**config.mk**
```make
export PLATFORM = sky130hd
export DESIGN_NAME = scaled_addr_gen
export DESIGN_NICKNAME = d
export VERILOG_FILES = /design/src/rtl/sag_pkg.sv /design/src/rtl/sag_gpr_file.sv /design/src/rtl/sag_term_calc.sv /design/src/rtl/sag_pipe_ctrl.sv /design/src/rtl/scaled_addr_gen.sv
export SDC_FILE = /design/constraint.sdc
export NUM_CORES = 1
export LEC_CHECK = 0
export ABC_AREA = 1
export ABC_CLOCK_PERIOD_IN_PS = 3390
export BUFFER_PORTS_ARGS = -buffer_cell sky130_fd_sc_hd__buf_4
export CELL_PAD_IN_SITES_DETAIL_PLACEMENT = 1
export CELL_PAD_IN_SITES_GLOBAL_PLACEMENT = 2
export CORE_MARGIN = 4
export CORE_UTILIZATION = 32
export CTS_CLUSTER_SIZE = 10
export DETAILED_ROUTE_END_ITERATION = 10
export PLACE_DENSITY = 0.78
export SYNTH_ARGS = -nofsm -noshare
export SYNTH_HDL_FRONTEND = slang
export SYNTH_SLANG_ARGS = --single-unit
```
**constraint.sdc**
```tcl
create_clock -name clk -period 3.39 [get_ports clk]
set_clock_uncertainty 0.1 [all_clocks]
set_input_delay 1.017 -clock clk [delete_from_list [all_inputs] [get_ports clk]]
set_output_delay 1.017 -clock clk [all_outputs]
set_load 0.01 [all_outputs]
```
**src/rtl/sag_pkg.sv**
```systemverilog
package sag_pkg;

    // Displacement size codes carried by the operand specifier.
    typedef enum logic [1:0] {
        DSZ_NONE = 2'd0,
        DSZ_BYTE = 2'd1,
        DSZ_WORD = 2'd2,
        DSZ_RSVD = 2'd3
    } disp_size_e;

    // Occupancy of the single output stage.
    typedef enum logic {
        PIPE_EMPTY = 1'b0,
        PIPE_FULL  = 1'b1
    } pipe_state_e;

endpackage

```
**src/rtl/sag_gpr_file.sv**
```systemverilog
module sag_gpr_file #(
    parameter int DATA_W = 32,
    parameter int NREG   = 8,
    localparam int SEL_W = $clog2(NREG)
) (
    input  logic              clk,
    input  logic              rst_n,
    input  logic              wr_en,
    input  logic [SEL_W-1:0]  wr_sel,
    input  logic [DATA_W-1:0] wr_data,
    input  logic [SEL_W-1:0]  rd_a_sel,
    output logic [DATA_W-1:0] rd_a_data,
    input  logic [SEL_W-1:0]  rd_b_sel,
    output logic [DATA_W-1:0] rd_b_data
);

    logic [DATA_W-1:0] regs [NREG];

    // One storage element per register; write decode per entry.
    for (genvar g = 0; g < NREG; g++) begin : g_reg
        always_ff @(posedge clk or negedge rst_n) begin
            if (!rst_n) begin
                regs[g] <= '0;
            end else if (wr_en && (wr_sel == SEL_W'(g))) begin
                regs[g] <= wr_data;
            end
        end
    end

    // Combinational read: a same-edge write is seen only after the edge.
    always_comb begin
        rd_a_data = regs[rd_a_sel];
        rd_b_data = regs[rd_b_sel];
    end

endmodule

```
**src/rtl/sag_term_calc.sv**
```systemverilog
module sag_term_calc
    import sag_pkg::*;
#(
    parameter int DATA_W       = 32,
    parameter int SEL_W        = 3,
    parameter int SCALE_W      = 2,
    parameter int NO_INDEX_SEL = 4,
    parameter int BYTE_W       = 8
) (
    input  logic               base_en,
    input  logic [DATA_W-1:0]  base_val,
    input  logic               idx_en,
    input  logic [SEL_W-1:0]   idx_sel,
    input  logic [DATA_W-1:0]  idx_val,
    input  logic [SCALE_W-1:0] scale,
    input  logic [1:0]         disp_size,
    input  logic [DATA_W-1:0]  disp,
    output logic [DATA_W-1:0]  addr_next,
    output logic               illegal_next
);

    logic [DATA_W-1:0] base_term;
    logic [DATA_W-1:0] idx_term;
    logic [DATA_W-1:0] disp_term;
    logic              idx_is_none;
    logic              bad_scale;
    logic              bad_size;
    disp_size_e        dsz;

    assign dsz         = disp_size_e'(disp_size);
    assign idx_is_none = (idx_sel == SEL_W'(NO_INDEX_SEL));

    always_comb begin
        base_term = base_en ? base_val : '0;
    end

    always_comb begin
        if (idx_en && !idx_is_none) begin
            idx_term = idx_val << scale;
        end else begin
            idx_term = '0;
        end
    end

    always_comb begin
        bad_size = 1'b0;
        unique case (dsz)
            DSZ_NONE: disp_term = '0;
            DSZ_BYTE: disp_term = {{(DATA_W-BYTE_W){disp[BYTE_W-1]}}, disp[BYTE_W-1:0]};
            DSZ_WORD: disp_term = disp;
            DSZ_RSVD: begin
                disp_term = '0;
                bad_size  = 1'b1;
            end
        endcase
    end

    assign bad_scale    = (scale != '0) && !idx_en;
    assign illegal_next = bad_scale || bad_size;

    always_comb begin
        if (illegal_next) begin
            addr_next = '0;
        end else begin
            addr_next = base_term + idx_term + disp_term;
        end
    end

endmodule

```
**src/rtl/sag_pipe_ctrl.sv**
```systemverilog
module sag_pipe_ctrl
    import sag_pkg::*;
(
    input  logic clk,
    input  logic rst_n,
    input  logic in_valid,
    output logic in_ready,
    output logic out_valid,
    input  logic out_ready,
    output logic load
);

    pipe_state_e state_q;
    pipe_state_e state_d;

    // State register.
    always_ff @(posedge clk or negedge rst_n) begin
        if (!rst_n) begin
            state_q <= PIPE_EMPTY;
        end else begin
            state_q <= state_d;
        end
    end

    // Transitions.
    always_comb begin
        state_d = state_q;
        unique case (state_q)
            PIPE_EMPTY: begin
                if (in_valid) begin
                    state_d = PIPE_FULL;
                end
            end
            PIPE_FULL: begin
                if (out_ready && !in_valid) begin
                    state_d = PIPE_EMPTY;
                end
            end
        endcase
    end

    // Outputs.
    always_comb begin
        unique case (state_q)
            PIPE_EMPTY: begin
                out_valid = 1'b0;
                in_ready  = 1'b1;
            end
            PIPE_FULL: begin
                out_valid = 1'b1;
                in_ready  = out_ready;
            end
        endcase
        load = in_valid && in_ready;
    end

endmodule

```
**src/rtl/scaled_addr_gen.sv**
```systemverilog
module scaled_addr_gen
    import sag_pkg::*;
#(
    parameter int DATA_W       = 32,
    parameter int NREG         = 8,
    parameter int SCALE_W      = 2,
    parameter int NO_INDEX_SEL = 4,
    localparam int SEL_W       = $clog2(NREG)
) (
    input  logic               clk,
    input  logic               rst_n,
    input  logic               wr_en,
    input  logic [SEL_W-1:0]   wr_sel,
    input  logic [DATA_W-1:0]  wr_data,
    input  logic               req_valid,
    output logic               req_ready,
    input  logic               base_en,
    input  logic [SEL_W-1:0]   base_sel,
    input  logic               idx_en,
    input  logic [SEL_W-1:0]   idx_sel,
    input  logic [SCALE_W-1:0] scale,
    input  logic [1:0]         disp_size,
    input  logic [DATA_W-1:0]  disp,
    output logic               rsp_valid,
    input  logic               rsp_ready,
    output logic [DATA_W-1:0]  rsp_addr,
    output logic               rsp_illegal
);

    logic [DATA_W-1:0] base_val;
    logic [DATA_W-1:0] idx_val;
    logic [DATA_W-1:0] addr_next;
    logic              illegal_next;
    logic              load;
    logic [DATA_W-1:0] addr_q;
    logic              illegal_q;

    sag_gpr_file #(
        .DATA_W (DATA_W),
        .NREG   (NREG)
    ) u_gpr (
        .clk       (clk),
        .rst_n     (rst_n),
        .wr_en     (wr_en),
        .wr_sel    (wr_sel),
        .wr_data   (wr_data),
        .rd_a_sel  (base_sel),
        .rd_a_data (base_val),
        .rd_b_sel  (idx_sel),
        .rd_b_data (idx_val)
    );

    sag_term_calc #(
        .DATA_W       (DATA_W),
        .SEL_W        (SEL_W),
        .SCALE_W      (SCALE_W),
        .NO_INDEX_SEL (NO_INDEX_SEL)
    ) u_calc (
        .base_en      (base_en),
        .base_val     (base_val),
        .idx_en       (idx_en),
        .idx_sel      (idx_sel),
        .idx_val      (idx_val),
        .scale        (scale),
        .disp_size    (disp_size),
        .disp         (disp),
        .addr_next    (addr_next),
        .illegal_next (illegal_next)
    );

    sag_pipe_ctrl u_ctrl (
        .clk       (clk),
        .rst_n     (rst_n),
        .in_valid  (req_valid),
        .in_ready  (req_ready),
        .out_valid (rsp_valid),
        .out_ready (rsp_ready),
        .load      (load)
    );

    // Result register: written only when a request is accepted.
    always_ff @(posedge clk or negedge rst_n) begin
        if (!rst_n) begin
            addr_q    <= '0;
            illegal_q <= 1'b0;
        end else if (load) begin
            addr_q    <= addr_next;
            illegal_q <= illegal_next;
        end
    end

    assign rsp_addr    = addr_q;
    assign rsp_illegal = illegal_q;

endmodule

```
==> results of run 1 <==
[power by group]
group          switching [mW]  total, mW  leakage (nW)  internal (mW)
registers               0.455       4.59          3.65           4.14
logic                    2.89       5.20          8.54           2.31
clock network            1.63       3.92         0.573           2.29
[kinds of logic after synthesis]
group | count (synthesis) | share of synthesized area (%)
buf+inv | 485 | 10.3
xor+xnor | 2 | 0.0936
fa+ha+maj | 62 | 5.43
flops | 290 | 38.8
compound gates | 873 | 24.8
simple gates | 958 | 20.6
[registers in the layout, summed over array words and instances, names as in the netlist]
| name | flops |
|---|---|
| rsp_addr | 32 |
| rsp_illegal | 1 |
| u_ctrl.state_q | 1 |
| u_gpr.regs | 256 |
[layout make-up]
class                      count  share of cell area, %
clock inverter                 7                  0.322
sequential                   290                   27.1
timing repair buffer         509                   18.2
clock buffer                  54                   4.03
multi-input combinational   1895                   42.3
inverter                     317                   4.51
tap                          765                   3.57
[worst max-delay path, delay by kind of cell]
kind | cells | cell delay (ps)
AOI/OAI and AO/OA | 11 | 1630
buffers and inverters | 8 | 980
adders and majority gates | 2 | 630
and+or+nand+nor | 1 | 60
[stage by stage]
stage	area [um2]	setup WS [ps]
after floorplan	19400	-672
after global placement	23400	-1500
after detailed placement	23400	-1530
after CTS	26100	-454
after global routing	26800	-714
final	26800	-551
[layer usage]
| metal | up-vias | GRT usage, % | part of all wire [%] |
|---|---|---|---|
| met4 | 2 | 8.14 | 3.2 |
| met1 | 10239 | 32.9 | 44 |
| met2 | 435 | 43.4 | 49 |
| li1 | 9566 | - | - |
| met3 | 150 | 4.39 | 4.5 |
| met5 | - | 0 | 0.019 |
[worst paths after layout]
path / from / endpoint / slack, ps / cells past startpoint
worst max-delay path: idx_sel[0] / rsp_addr[12] / -550 / 22
worst min-delay path: rst_n / rsp_illegal / 300 / 1
worst max register to register: u_gpr.regs[32] / rsp_addr[12] / -200 / 20
worst min register to register: rsp_addr[30] / rsp_addr[30] / 380 / 2
max in group asynchronous: rst_n / u_gpr.regs[201] / 2020 / 2
min in group clk: rsp_addr[30] / rsp_addr[30] / 380 / 2
[what timing repair did]
item	CTS	global route
endpoints found under the setup margin	29	29
gates resized for setup	251	141
setup buffers	35	24
pin swaps	83	95
cloned	12	0
[Yosys cell counts, types with 5 or more instances]
cell type,instances,area share (%)
nand3_1,146,3.9
nand4_1,5,0.17
fa_1,32,3.4
o211ai_1,60,2.4
o21ai_1,70,1.9
buf_6,6,0.36
o21ai_0,525,14
dfrtp_1,290,39
nor3_1,7,0.19
nand2_1,635,13
a21boi_0,5,0.20
clkbuf_1,111,2.2
a21oi_1,166,4.4
ha_1,30,2.0
buf_2,29,0.78
nor2_1,150,3.0
o22ai_1,24,0.80
inv_1,314,6.3
buf_1,14,0.28
buf_4,6,0.24
[cells in the final DEF, fill, tap and decap left out, drive strengths merged, types with 54 or more instances in the layout]
cell type / netlist / routed
a21oi: 168 / 168
clkbuf: 112 / 54
dfrtp: 290 / 290
o211ai: 60 / 60
inv: 316 / 316
nand3: 146 / 146
buf: 56 / 507
nand2: 635 / 635
o21ai: 595 / 595
nor2: 151 / 151
==> results_dict.tcl, run 1 <==
set metrics [dict create \
    n_antenna_cell 0 \
    n_fill_cell 6998 \
    end_kind "register" \
    regArea_um2 7260 \
    cts_root_buf "clkbuf_16" \
    grt_pass1_vias 21821 \
    gp_congestion 0.907 \
    numCtsBuffers 38 \
    synthArstFlopShare_pct 100 \
    io_buffers 118 \
    critPathKind "in2reg" \
    synth_cell_types 43 \
    worstPathMaxFanout 8 \
    layout_setup_ws_ps -551 \
    p_total_mw 13.7 \
    routed_wl_um 82100 \
    clkSinkCount 290 \
    whs_ps 304 \
    ys_seq_area_share_pct 38.8 \
    rsz0062_at_grt "true" \
    fin_crit_sh_pct 116 \
    clock_latency_ps 570 \
    drc 0 \
    fin_cells 3837 \
    nNetsFinal 3197 \
    area_delta_synth_final_pct 43.3 \
    overflow 0 \
    slew_headroom_pct 43.8 \
    grt.total_usage_pct 25.4 \
    rows 88 \
    violations "setup timing" \
    postRouteAntennaNets 0 \
    clk_path_buf_depth 3 \
    yosys_warnings 0 \
    critPathArrivalTime_ps 4330 \
    start_util_pct 32.4 \
    syn_area_per_cell_um2 7.01 \
    tightest_slew_ps 843 \
    multi_input_area_um2 11300 \
    wl_per_cell_um 21.4 \
    status "finished with violations" \
    power.leakage_nw 12.8 \
    grt_max_degree 65 \
    drive_above_1_share_pct 29.7 \
    coreArea_um2 57800 \
    drv_cap 0 \
    clkSlewWorstSetupHoldPaths_ps 50 \
    synth_cells 2670 \
    cpPeakStageDelay_ps 420 \
    fp.dieH_um 250 \
    ys_seq_elements 290 \
    grt_pass1_wl_um 126000 \
    drt_pass1_iterations 5 \
    via_count 20392 \
    post-route-util_pct 46.4 \
    ir_worst_vdd_v 0.000343 \
    synth_area_um2 18700 \
    viasPerCell 5.31 \
    critPathLaunchType "input port" \
    p_per_area_nw_per_um2 511 \
    tns_ps -12390 \
    crit_slowest_cell "fa_1" \
    die_x_um 250 \
    hold_violations 0 \
    synthFlopType "dfrtp_1" \
    period_minus_slack_ps 3940 \
    setup_violations 29 \
    postCtsHoldBufs 0 \
    io_pins 119 \
    cts_tree "done" \
    cts_htree_levels 2 \
    hold_path.class "in2async" \
    dieArea_um2 62400 \
    post-place-cells 3706 \
    fmax_ghz 0.254 \
    synth_edf_count 0 \
    worstPathRequired_ps 3780 \
    grt_antenna_before_repair 1 \
    critical_path.cell_chain "buf_16 -> buf_12 -> o21ai_0 -> o21ai_1 -> o21ai_2 -> o21ai_4 -> buf_4 -> a22o_1 -> inv_2 -> fa_1 -> inv_2 -> ha_4 -> buf_4 -> a21oi_4 -> buf_6 -> o21ai_4 -> a21oi_4 -> o21ai_4 -> buf_4 -> a21oi_2 -> o21ai_2 -> nand2_1" \
    slew_violations 0 \
    initialDrtViolationCount 1233 \
    dp_hpwl_um 56000 \
    syn_nets 2816 \
]
(Power assumes the default switching activity.)
==> run 2: changes to the inputs <==
--- a/config.mk
+++ b/config.mk
@@ -10,11 +10,11 @@
 export BUFFER_PORTS_ARGS = -buffer_cell sky130_fd_sc_hd__buf_4
 export CELL_PAD_IN_SITES_DETAIL_PLACEMENT = 1
 export CELL_PAD_IN_SITES_GLOBAL_PLACEMENT = 2
-export CORE_MARGIN = 4
 export CORE_UTILIZATION = 32
 export CTS_CLUSTER_SIZE = 10
 export DETAILED_ROUTE_END_ITERATION = 10
 export PLACE_DENSITY = 0.78
+export REMOVE_ABC_BUFFERS = 1
 export SYNTH_ARGS = -nofsm -noshare
 export SYNTH_HDL_FRONTEND = slang
 export SYNTH_SLANG_ARGS = --single-unit
==> run 2 against run 1 <==
  * The run still ends with setup timing left
  * First-iteration DRC count up 24%
  * Power grew 3.6%
  * Worst setup slack worse by 60 ps
  * Cell area increased by 1.4%
  * Flip-flop and latch count unchanged
  * Worst hold slack got worse by 11 ps
  * Critical endpoint is now rsp_addr[24]
  * Register-to-register slack is essentially flat
  * Clock power increased by 7.7%
  * Final cell count grew 1.1%
  * Global-route usage is 4.0 points higher
  * Non-clock buffer count grew 40
==> results_dict.tcl, run 2 (synthesized netlist as in run 1, its figures left out) <==
set metrics [dict create \
    status "finished with violations" \
    violations "setup timing" \
    clk_path_buf_depth 3 \
    io_pins 119 \
    clock_latency_ps 580 \
    routed_wl_um 88700 \
    largest_reg_flops 256 \
    ir_worst_vdd_v 0.000393 \
    rows 88 \
    dp_hpwl_um 59200 \
    nNetsFinal 3238 \
    grt_pass1_wl_um 134000 \
    cts_root_buf "clkbuf_16" \
    gp_congestion 0.924 \
    critPathKind "in2reg" \
    rrSetupSlack_ps -190 \
    postCtsHoldBufs 0 \
    drc 0 \
    cts_tree "done" \
    overflow 0 \
    final_common_cell "nand2_1" \
    r2r_end "rsp_addr[25]" \
    postRouteAntennaNets 0 \
    p_total_mw 14.2 \
    setup_violations 29 \
    grt.total_usage_pct 29.5 \
    n_antenna_cell 0 \
    whs_ps 293 \
    clkSinkCount 290 \
    p_per_area_nw_per_um2 522 \
    cts_htree_levels 2 \
    reg2reg_depth 26 \
    hold_path.class "in2async" \
    end_kind "register" \
    die_x_um 244 \
    hold_violations 0 \
    grt_max_degree 65 \
    largest-register "u_gpr.regs" \
    wl_per_cell_um 22.8 \
    critPathArrivalTime_ps 4350 \
    power.leakage_nw 13.0 \
    initialDrtViolationCount 1529 \
    io_buffers 118 \
    viasPerCell 5.44 \
    rsz0062_at_grt "true" \
    dieArea_um2 59500 \
    fin_crit_sh_pct 118 \
    layout_setup_ws_ps -611 \
    worstPathMaxFanout 15 \
    critPathLaunchType "input port" \
    area_delta_synth_final_pct 45.4 \
    drt_pass1_iterations 5 \
    r2r-start "u_gpr.regs[193]" \
    fmax_ghz 0.250 \
    n_fill_cell 6996 \
    slew_violations 0 \
    worstPathRequired_ps 3740 \
    start_util_pct 32.4 \
    final_cell_mix "nand2_1 (560), o21ai_0 (464), buf_4 (442)" \
    slew_headroom_pct 43.7 \
    clkSlewWorstSetupHoldPaths_ps 70 \
    regArea_um2 7260 \
    drv_cap 0 \
    numCtsBuffers 39 \
    grt_antenna_before_repair 1 \
    fp.dieH_um 244 \
    coreArea_um2 57700 \
    tightest_slew_ps 845 \
    multi_input_area_um2 11200 \
    via_count 21123 \
    grt_pass1_vias 22198 \
    drive_above_1_share_pct 30.5 \
    period_minus_slack_ps 4000 \
]
[run 2: cell count changes in the layout (fill, tap and decap cells not counted), sizes merged]
cell    before  now
buf        507  545
bufinv       1    2
clkbuf      54   59
[run 2: metrics by stage]
stage	instance area, um2	setup TNS (ps)	util, %	instances	setup slack, ps
after floorplan	18000	-26340	-	2502	-1100
after global placement	22900	-38890	39.7	3736	-1600
after detailed placement	22900	-40560	39.7	3736	-1630
after CTS	26500	-9390	46.0	3865	-426
after global routing	27200	-17070	47.2	3881	-731
final	27200	-13850	47.2	3881	-611
[run 2: where the power goes]
group          switching [mW]  internal, mW  total [mW]
combinational            2.98          2.38        5.36
sequential              0.488          4.14        4.63
clock                    1.69          2.52        4.22
total                    5.16          9.04        14.2
[run 2: how the worst max path moves through the flow]
stage / depth (start not counted) / slack, ps / start / endpoint
floorplan: 23 / -1100 / idx_sel[0] / rsp_addr[17]
global placement: 21 / -1600 / idx_sel[0] / rsp_addr[29]
detailed placement: 22 / -1630 / idx_sel[0] / rsp_addr[31]
CTS: 26 / -430 / idx_sel[1] / rsp_addr[31]
global route: 27 / -730 / idx_sel[0] / rsp_addr[31]
finish: 23 / -610 / idx_sel[0] / rsp_addr[24]
[run 2: layout make-up]
| cell class | count | area share (%) |
|---|---|---|
| Multi-Input combinational cell | 1895 | 41.3 |
| Sequential cell | 290 | 26.7 |
| Timing Repair Buffer | 549 | 19.4 |
| Inverter | 317 | 4.49 |
| Clock buffer | 57 | 4.28 |
| Tap cell | 765 | 3.52 |
| Clock inverter | 8 | 0.400 |
[run 2: worst max-delay path, cell delays in order]
cell and delay, ps:
buf_16 140, buf_12 150, buf_12 140, a21oi_1 130, o21ai_0 90, o21ai_1 80
nand2_1 110, nand3_2 90, nand2_2 90, o22ai_2 150, inv_1 70, fa_1 500
inv_1 60, ha_4 310, buf_4 110, nand4_1 170, buf_4 200, nor4_4 330
nand2_1 140, nand3_2 90, nand2_1 50, nand2_1 50, o21ai_0 70
[run 2: layer usage]
layer | wire length [um] | track usage, % | part of all wire [%] | up-vias
met4 | 4000 | 12.6 | 4.5 | 2
met5 | 15 | 0 | 0.017 | -
met1 | 38600 | 38.7 | 44 | 10699
met3 | 3930 | 3.36 | 4.4 | 193
met2 | 42100 | 48.9 | 47 | 586
li1 | - | - | - | 9643
[run 2: repair_timing]
action / CTS / global route
buffers inserted: 47 / 16
gates cloned: 17 / 2
gates resized for setup: 406 / 149
pin swaps: 152 / 57
endpoints found under the setup margin: 29 / 29
==> run 3: changes to the inputs <==
--- a/config.mk
+++ b/config.mk
@@ -10,7 +10,9 @@
 export BUFFER_PORTS_ARGS = -buffer_cell sky130_fd_sc_hd__buf_4
 export CELL_PAD_IN_SITES_DETAIL_PLACEMENT = 1
 export CELL_PAD_IN_SITES_GLOBAL_PLACEMENT = 2
+export CORE_MARGIN = 3
 export CORE_UTILIZATION = 32
+export CTS_CLUSTER_DIAMETER = 50
 export CTS_CLUSTER_SIZE = 10
 export DETAILED_ROUTE_END_ITERATION = 10
 export PLACE_DENSITY = 0.78
==> run 3 against run 2 <==
  * The flow still finishes with violations (setup timing)
  * Routed wire length fell by 4.3%
  * Critical endpoint is now rsp_addr[30]
  * Clock power rose by 13%
  * Sequential power barely moved
  * Largest power group unchanged
  * Flip-flop and latch count did not move
  * Worst hold slack improved by 64 ps
==> results_dict.tcl, run 3 (synthesized netlist as in run 1, its figures left out) <==
set metrics [dict create \
    status "finished with violations" \
    violations "setup timing" \
    setup_violations 27 \
    clkSinkCount 290 \
    postCtsHoldBufs 0 \
    layout_setup_ws_ps -629 \
    area_delta_synth_final_pct 42.1 \
    n_fill_cell 6991 \
    hold_path.class "in2async" \
    p_per_area_nw_per_um2 547 \
    pre_cts_ws_ps -1740 \
    final_cell_mix "nand2_1 (561), o21ai_0 (459), buf_4 (384)" \
    wl_met1_um 37200 \
    critPathLaunchType "input port" \
    crit_slowest_cell "fa_1" \
    initialDrtViolationCount 1332 \
    top_layer_used "met4" \
    post-route-util_pct 46.0 \
    period_minus_slack_ps 4020 \
    drive_above_1_share_pct 28.6 \
    cts_tree "done" \
    overflow 0 \
    critical_path.cell_chain "buf_16 -> buf_12 -> bufbuf_16 -> o21ai_0 -> o21ai_1 -> nand2_1 -> nand3_2 -> nand2_2 -> o22ai_2 -> inv_1 -> fa_1 -> inv_1 -> ha_4 -> nand2_4 -> nor2_4 -> inv_2 -> nor3_4 -> buf_4 -> nand3_1 -> nand2_1 -> nand2_1 -> nand3_1 -> nand2_1" \
    fmax_ghz 0.249 \
    final_common_cell "nand2_1" \
    rsz0062_at_grt "true" \
    worstPathRequired_ps 3750 \
    cpPeakStageDelay_ps 500 \
    multi_input_area_um2 11200 \
    dp_hpwl_um 57200 \
    grt_max_degree 65 \
    r2r-start "u_gpr.regs[161]" \
    wl_per_cell_um 22.2 \
    postRouteAntennaNets 0 \
    critPathArrivalTime_ps 4380 \
    power.leakage_nw 12.7 \
    clock_latency_ps 580 \
    slew_headroom_pct 41.8 \
    drv_cap 0 \
    drc 0 \
    gp_congestion 0.876 \
    dieArea_um2 61400 \
    nNetsFinal 3167 \
    clkSlewWorstSetupHoldPaths_ps 50 \
    routed_wl_um 84900 \
    hold_violations 0 \
    rows 88 \
    largest_reg_flops 256 \
    cts_htree_levels 2 \
    critPathKind "in2reg" \
    wl_met3_um 4640 \
    coreArea_um2 57800 \
    largest-register "u_gpr.regs" \
    fin_cells 3816 \
    fin_crit_sh_pct 119 \
    slew_violations 0 \
    end_kind "register" \
    regArea_um2 7260 \
    grt_pass1_vias 21809 \
    die_x_um 248 \
    numCtsBuffers 45 \
    routed-wl-met2_um 39600 \
    grt.total_usage_pct 27.2 \
    path_common_cell "nand2_1" \
    worstPathMaxFanout 7 \
    via_count 20589 \
    clk_path_buf_depth 3 \
    fp.dieH_um 248 \
    cts_root_buf "clkbuf_16" \
    grt_antenna_before_repair 1 \
    crit_start "idx_sel[0]" \
    tightest_slew_ps 874 \
    io_pins 119 \
    ir_worst_vdd_v 0.000320 \
    start_util_pct 32.4 \
    drt_pass1_iterations 5 \
    viasPerCell 5.40 \
    io_buffers 118 \
    post-place-cells 3699 \
    grt_pass1_wl_um 129000 \
]
run 3: cell count changes in the layout (fill, tap and decap cells not counted), moves of 5 or more:
cell       before  now
a21oi_1       122  113
a21oi_4         8   15
buf_12         42   32
buf_16         18    5
buf_4         442  384
clkbuf_16      42   48
inv_1         274  279
nand2_2        58   53
nand3_1       110  116
nand3_2        35   28
nor2_2         20   13
o21ai_0       464  459
o21ai_1        99  108
run 3: worst max-delay path, delay by kind of cell:
| kind | cells | cell delay [ps] |
|---|---|---|
| compound gates | 3 | 450 |
| simple gates | 11 | 1120 |
| fa+ha+maj | 2 | 820 |
| buf+inv | 7 | 930 |
run 3: path summary, 6_finish.rpt:
check / to / cells after the start / slack [ps]
worst min register to register: u_gpr.regs[206] / 2 / 380
worst max register to register: rsp_addr[20] / 19 / -190
worst max-delay path: rsp_addr[30] / 23 / -630
max in group asynchronous: u_gpr.regs[133] / 2 / 2100
worst min-delay path: u_gpr.regs[213] / 1 / 360
min in group clk: u_gpr.regs[206] / 2 / 380
run 3: cell type report:
cell class	count	share of cell area, %
Timing Repair Buffer	472	16.6
Clock inverter	19	0.988
Sequential cell	290	27.3
Clock buffer	57	4.71
Antenna cell	1	0.00941
Inverter	317	4.54
Tap cell	765	3.60
Multi-Input combinational cell	1895	42.2
run 3: metal layers:
layer | vias to the layer above | global-route usage (%)
met2 | 595 | 44.6
met5 | - | 0
li1 | 9527 | -
met4 | 0 | 10.4
met3 | 184 | 3.39
met1 | 10283 | 36.5
run 3: through the flow:
step	hold WS (ps)	cell area, um2	TNS, ps	total power [mW]
global placement	364	22600	-44360	8.53
finish	358	26600	-12830	14.6
CTS	357	25700	-10780	14.2
floorplan	353	18000	-26340	6.44
global route	379	26600	-17040	15.4
detailed placement	374	22600	-45280	8.69
run 3: repair_timing:
action	CTS	global route
pin swaps	119	114
endpoints found under the setup margin	30	29
cloned	7	2
buffers inserted	20	17
resized for setup	346	192
run 3: report_power, final:
group          internal, mW  switching [mW]  total (mW)
Sequential             4.14           0.466        4.61
Clock                  2.99            1.79        4.78
Combinational          2.26            2.91        5.17
Total                  9.39            5.17        14.6
